### src/rtl/intr_dispatch_pkg.sv
// Shared constants for the interrupt target dispatcher.
// Assumes a three-bit delivery mode field and an eight-bit destination byte.
package intr_dispatch_pkg;
    localparam logic [2:0] MODE_FIXED  = 3'b000;
    localparam logic [2:0] MODE_LOWEST = 3'b001;
    localparam logic [7:0] DEST_ALL    = 8'hFF;
endpackage

### src/rtl/intr_low_pick.sv
// Finds the lowest set bit of a vector.
// Assumes WIDTH >= 1; idx is 0 when nothing is set.
module intr_low_pick #(
    parameter int WIDTH = 32,
    localparam int IW   = (WIDTH > 1) ? $clog2(WIDTH) : 1
) (
    input  logic [WIDTH-1:0] bits,
    output logic             found,
    output logic [IW-1:0]    idx
);
    // scan from the top so the lowest set bit is written last
    always_comb begin
        found = 1'b0;
        idx   = '0;
        for (int i = WIDTH - 1; i >= 0; i--) begin
            if (bits[i]) begin
                found = 1'b1;
                idx   = IW'(i);
            end
        end
    end
endmodule

### src/rtl/intr_target_mask.sv
// Builds the set of targets named by a request's destination.
// Assumes the hit inputs already compare each target's own address with
// the current destination byte; presence gates every candidate.
module intr_target_mask
    import intr_dispatch_pkg::*;
#(
    parameter int NUM_TGT = 32,
    parameter int DEST_W  = 8
) (
    input  logic [DEST_W-1:0]  dest,
    input  logic               logical,
    input  logic [NUM_TGT-1:0] present,
    input  logic [NUM_TGT-1:0] phys_hit,
    input  logic [NUM_TGT-1:0] logic_hit,
    output logic [NUM_TGT-1:0] mask
);
    localparam int IW = (NUM_TGT > 1) ? $clog2(NUM_TGT) : 1;

    logic [NUM_TGT-1:0] phys_cand;
    logic [NUM_TGT-1:0] log_cand;
    logic [NUM_TGT-1:0] phys_first;
    logic               first_found;
    logic [IW-1:0]      first_idx;

    // per-target candidacy in each addressing scheme
    for (genvar t = 0; t < NUM_TGT; t++) begin : g_tgt
        assign phys_cand[t] = present[t] & phys_hit[t];
        assign log_cand[t]  = present[t] & logic_hit[t];
    end

    intr_low_pick #(.WIDTH(NUM_TGT)) u_first (
        .bits  (phys_cand),
        .found (first_found),
        .idx   (first_idx)
    );

    // physical addressing selects only the first hit
    assign phys_first = first_found ? (NUM_TGT'(1) << first_idx) : '0;

    // choose the set according to the addressing scheme and destination
    always_comb begin
        if (!logical) begin
            mask = (dest == DEST_W'(DEST_ALL)) ? present : phys_first;
        end else begin
            mask = (dest == '0) ? '0 : log_cand;
        end
    end
endmodule

### src/rtl/intr_rr_pick.sv
// Rotating pick: first candidate at or above ptr, else the lowest candidate.
// Assumes ptr < NUM_TGT.
module intr_rr_pick #(
    parameter int NUM_TGT = 32,
    localparam int IW     = (NUM_TGT > 1) ? $clog2(NUM_TGT) : 1
) (
    input  logic [NUM_TGT-1:0] cand,
    input  logic [IW-1:0]      ptr,
    output logic               found,
    output logic [IW-1:0]      idx
);
    logic [NUM_TGT-1:0] at_or_above;
    logic               hi_found;
    logic               all_found;
    logic [IW-1:0]      hi_idx;
    logic [IW-1:0]      all_idx;

    // keep candidates whose id is not below the pointer
    for (genvar t = 0; t < NUM_TGT; t++) begin : g_win
        assign at_or_above[t] = cand[t] & (32'(t) >= 32'(ptr));
    end

    intr_low_pick #(.WIDTH(NUM_TGT)) u_hi (
        .bits  (at_or_above),
        .found (hi_found),
        .idx   (hi_idx)
    );

    intr_low_pick #(.WIDTH(NUM_TGT)) u_all (
        .bits  (cand),
        .found (all_found),
        .idx   (all_idx)
    );

    // prefer the upper window, wrap to the whole set otherwise
    assign found = hi_found | all_found;
    assign idx   = hi_found ? hi_idx : all_idx;
endmodule

### src/rtl/intr_dispatch.sv
// Interrupt target dispatcher: accepts one delivery request, resolves its
// target set and issues one injection per chosen target over ready/valid.
// Assumes the hit inputs are valid in the accepting cycle only; they are
// not looked at afterwards. A request is taken only when nothing is pending.
module intr_dispatch
    import intr_dispatch_pkg::*;
#(
    parameter int NUM_TGT = 32,
    parameter int VEC_W   = 8,
    parameter int DEST_W  = 8,
    localparam int TID_W  = (NUM_TGT > 1) ? $clog2(NUM_TGT) : 1
) (
    input  logic               clk,
    input  logic               rst_n,
    input  logic               req_valid,
    output logic               req_ready,
    input  logic [VEC_W-1:0]   req_vector,
    input  logic [DEST_W-1:0]  req_dest,
    input  logic               req_dest_logical,
    input  logic [2:0]         req_mode,
    input  logic               req_level,
    input  logic [NUM_TGT-1:0] tgt_present,
    input  logic [NUM_TGT-1:0] tgt_phys_hit,
    input  logic [NUM_TGT-1:0] tgt_logic_hit,
    output logic               inj_valid,
    input  logic               inj_ready,
    output logic [TID_W-1:0]   inj_target,
    output logic [VEC_W-1:0]   inj_vector,
    output logic               inj_level
);
    logic [NUM_TGT-1:0] req_set;
    logic [NUM_TGT-1:0] load_set;
    logic [NUM_TGT-1:0] pend_q;
    logic [TID_W-1:0]   rr_ptr_q;
    logic               rr_found;
    logic [TID_W-1:0]   rr_idx;
    logic               issue_found;
    logic [TID_W-1:0]   issue_idx;
    logic [VEC_W-1:0]   vec_q;
    logic               level_q;
    logic               accept;
    logic               fire;

    intr_target_mask #(.NUM_TGT(NUM_TGT), .DEST_W(DEST_W)) u_mask (
        .dest      (req_dest),
        .logical   (req_dest_logical),
        .present   (tgt_present),
        .phys_hit  (tgt_phys_hit),
        .logic_hit (tgt_logic_hit),
        .mask      (req_set)
    );

    intr_rr_pick #(.NUM_TGT(NUM_TGT)) u_rr (
        .cand  (req_set),
        .ptr   (rr_ptr_q),
        .found (rr_found),
        .idx   (rr_idx)
    );

    intr_low_pick #(.WIDTH(NUM_TGT)) u_issue (
        .bits  (pend_q),
        .found (issue_found),
        .idx   (issue_idx)
    );

    assign req_ready  = (pend_q == '0);
    assign accept     = req_valid & req_ready;
    assign inj_valid  = issue_found;
    assign fire       = inj_valid & inj_ready;
    assign inj_target = issue_idx;
    assign inj_vector = vec_q;
    assign inj_level  = level_q;

    // pending set loaded on acceptance, per delivery mode
    always_comb begin
        unique case (req_mode)
            MODE_FIXED:  load_set = req_set;
            MODE_LOWEST: load_set = rr_found ? (NUM_TGT'(1) << rr_idx) : '0;
            default:     load_set = '0;
        endcase
    end

    // pending set: load on accept, retire the lowest member on each handshake
    always_ff @(posedge clk) begin
        if (!rst_n) begin
            pend_q <= '0;
        end else if (accept) begin
            pend_q <= load_set;
        end else if (fire) begin
            pend_q <= pend_q & ~(NUM_TGT'(1) << issue_idx);
        end
    end

    // injection attributes captured with the request
    always_ff @(posedge clk) begin
        if (!rst_n) begin
            vec_q   <= '0;
            level_q <= 1'b0;
        end else if (accept) begin
            vec_q   <= req_vector;
            level_q <= req_level;
        end
    end

    // rotating pointer moves past the target chosen by a lowest-priority pick
    always_ff @(posedge clk) begin
        if (!rst_n) begin
            rr_ptr_q <= '0;
        end else if (accept && (req_mode == MODE_LOWEST) && rr_found) begin
            rr_ptr_q <= (32'(rr_idx) == NUM_TGT - 1) ? '0 : rr_idx + 1'b1;
        end
    end
endmodule

### config.mk
export PLATFORM = sky130hd
export DESIGN_NAME = intr_dispatch
export DESIGN_NICKNAME = d
export VERILOG_FILES = /design/src/rtl/intr_dispatch_pkg.sv /design/src/rtl/intr_low_pick.sv /design/src/rtl/intr_target_mask.sv /design/src/rtl/intr_rr_pick.sv /design/src/rtl/intr_dispatch.sv
export SDC_FILE = /design/constraint.sdc
export NUM_CORES = 1
export LEC_CHECK = 0
export ABC_AREA = 1
export BUFFER_PORTS_ARGS = -buffer_cell sky130_fd_sc_hd__clkbuf_2
export CAP_MARGIN = 20
export CORE_UTILIZATION = 50
export CTS_CLUSTER_DIAMETER = 120
export DETAILED_ROUTE_END_ITERATION = 8
export PLACE_DENSITY = 0.76
export REMOVE_ABC_BUFFERS = 1
export SETUP_SLACK_MARGIN = 0.3
export SLEW_MARGIN = 20
export SYNTH_ARGS = -nofsm -noshare
export SYNTH_HDL_FRONTEND = slang
export SYNTH_SLANG_ARGS = --single-unit
export TNS_END_PERCENT = 30
### constraint.sdc
create_clock -name clk -period 8.2 [get_ports clk]
set_clock_uncertainty 0.15 [all_clocks]
set_input_delay 0.41 -clock clk [delete_from_list [all_inputs] [get_ports clk]]
set_output_delay 0.41 -clock clk [all_outputs]
set_load 0.005 [all_outputs]
==> reports/qor.csv <==
metric,value,unit
outcome,completed,
synth_top_area_share,23.4,%
synth_top_cells_by_count,"nand2_1, nor2_1, inv_1, o21ai_0, a21oi_1",
grt_pass1_wl,30.9,mm
rr_endpoint,pend_q[24],
area_overhead_vs_synth,14.8,%
synth_compound_gate_area_share,27.1,%
postcts_setup_bufs,0,
path_clk_slew,0.09,ns
ys_ff_latch,46,
synth_sequential_area_ratio,17.2,%
largest_family_of_logic_cells_by_synthesized_area,simple AND/OR/NAND/NOR gates,
port_buffers,136,
power,1.94,mW
cts_buffer_depth,2,
yosysWarnings,0,
worst-r2r-setup-slack,4.28,ns
timing.final.crit_share,69.9,%
powerDensity,316,nW/um2
htree_num_levels,2,
routedWlPerCell,15.3,um
min_delay_path_depth,3,
layout_setup_ws,2.47,ns
cts.repair.resized,0,
drt_pass1_iterations,7,
final.fill_count,1125,
route.antenna.remaining_nets,0,
num_rows,37,
synth_most_common_cell,nand2_1,
detailedPlace.worstSlack,2.36,ns
crit_path_start,tgt_present[31],
power.static_leakage,3.21,nW
vias_in_the_first_global_route,6454,
power.combinational.fraction,71.9,%
r2r_start,rr_ptr_q[3],
num_antenna_cells,0,
dr_total_vias,7144,
endpoint_kind,register,
max-vdd-ir-drop,333,uV
final.setup.tns,0,ns
hold_path_startpoint,req_vector[4],
share_clk_of_total_power,8.7,%
timing_max_transition_violations_final,0,
numCtsBuffers,5,
synthAdderAreaFrac,1.63,%
initial_core_util,51.8,%
critPathMostFrequentCell,nand2_1,
critPathSlowestCell,nor2_1,
hold_ws,0.208,ns
clk_latency,0.30,ns
routed_via_density,5.74,
reg2reg_depth,43,
fraction_of_registers_with_async_set_reset,0,%
chipWidth,106,um
synth-edff-count,0,
root_buf_cell,clkbuf_8,
grt_overflow_total,0,
yosysUniqueCellTypes,39,
grt_setup_unrepaired,false,
crit_required,8.27,ns
cts.sinks,46,
arrival_worst_endpoint,5.80,ns
antenna_found_initial,0,
core-area,10400,um2
synth.area.top_cells,"nand2_1, dfxtp_1, nor2_1, inv_1, o21ai_0",
drt_iter0_markers,992,
worstHoldPathType,in2reg,
synthMuxAreaShare,0,%
dieArea,11200,um2
maxCapViolations,0,
switching_power_total,1.11,mW
ratio_of_cells_with_drive_above_1_in_the_final_layout,16.3,%
finalSetupViolations,0,
postRouteWirelength,19.0,mm
netlist_area,5370,um2
critPathTopFamily,simple AND/OR/NAND/NOR gates,
routabilityCongestion,1.07,
synth_xor_xnor_area_share,0,%
synthDominantAreaCellType,nand2_1,
max-slew-margin-rel,36.2,%
clock.fmax,175,MHz
timing.hold.worst_endpoint,inj_vector[4],
p_sw_share,57.0,%
seqPwrFrac,19.4,%
gr-usage-all-layers,34.4,%
remaining_drc_errors,0,
synthCells,991,
hold_fails_final_rpt,0,
critical_path_buf_inv_count,5,
synthSimpleGateAreaFrac,42.0,%
grt_start_max_net_pins,46,
final_nets,1236,
crit_type,in2reg,
avgSynthCellArea,5.42,um2
internal_power,835,uW
timing.critical_path.from_type,input port,
dp_hpwl,15.5,mm
cts_hold_buf,0,
die_y,106,um
synth_top_flop_cell,dfxtp_1,
worst-path-max-fanout,5,
pin_count,137,
min_period,5.73,ns
tritoncts_clock_tree,done,
critPathMaxStageDelay,0.25,ns
worst_slew_pin_tran,0.953,ns
cells by family (layout without fill, tap and decap cells):
kind of cell / Yosys count / in the layout
buffers and inverters: 147 / 265
adder cells (fa/ha/maj): 7 / 7
flip-flops: 46 / 46
AND/OR/NAND/NOR: 551 / 551
AO/OA/AOI/OAI: 240 / 240
flip-flops by register name, summed over array words and instances (netlist names):
register	cells
rr_ptr_q	5
inj_vector	8
inj_level	1
pend_q	32
worst register-to-register path: cells and delay by family (launching register included):
kind                     cells  cell delay [ns]
buffers and inverters        3             0.26
AO/OA/AOI/OAI                2             0.29
adder cells (fa/ha/maj)      1             0.17
AND/OR/NAND/NOR             37             2.49
flip-flops                   1             0.48
how the worst max path moves through the flow:
stage | slack, ns | cells past startpoint | end
2_1_floorplan | 3.10 | 78 | pend_q[27]
3_3_place_gp | 2.45 | 79 | pend_q[27]
3_5_place_dp | 2.36 | 79 | pend_q[24]
4_1_cts | 2.64 | 79 | pend_q[24]
5_1_grt | 1.62 | 77 | pend_q[7]
6_report | 2.47 | 79 | pend_q[24]
power groups by stage:
stage	Clock [mW]	Combinational, mW	Sequential, mW
6_report	0.170	1.40	0.377
5_1_grt	0.180	1.57	0.389
4_1_cts	0.171	1.36	0.375
3_5_place_dp	0	1.35	0.380
3_3_place_gp	0	1.34	0.377
2_1_floorplan	0	0.937	0.365
routing by layer:
| metal | vias up | global-route usage [%] | share of wire, % |
|---|---|---|---|
| met1 | 3082 | 46.9 | 42 |
| met4 | 0 | 11.9 | 3.5 |
| met2 | 477 | 54.4 | 43 |
| met3 | 60 | 6.12 | 12 |
| met5 | - | 0 | 0 |
| li1 | 3525 | - | - |
area by class of cell:
cell class	count	area, um2	area share [%]
Clock buffer	6	72.6	1.18
Clock inverter	2	37.5	0.609
Timing Repair Buffer	143	733	11.9
Inverter	114	428	6.95
Tap cell	136	170	2.76
Sequential cell	46	921	14.9
Multi-Input combinational cell	798	3800	61.7
stage by stage:
stage / instance area, um2 / utilization [%] / std cells
after floorplan: 5140 / - / 958
after global placement: 6050 / 58.3 / 1237
after detailed placement: 6050 / 58.3 / 1237
after CTS: 6160 / 59.4 / 1245
after global routing: 6160 / 59.4 / 1245
final: 6160 / 59.4 / 1245
cells in the final DEF (no fill, tap or decap), drive strengths merged, types with 6 or more instances in the layout:
cell type / instances
a21oi: 55
a221oi: 16
a31oi: 18
a32oi: 23
buf: 7
clkbuf: 142
dfxtp: 46
ha: 7
inv: 112
nand2: 350
nand3: 39
nor2: 144
nor3: 11
o211ai: 9
o21ai: 96
o22ai: 6
o31ai: 10
No activity file was read; power rests on OpenSTA's default activity.
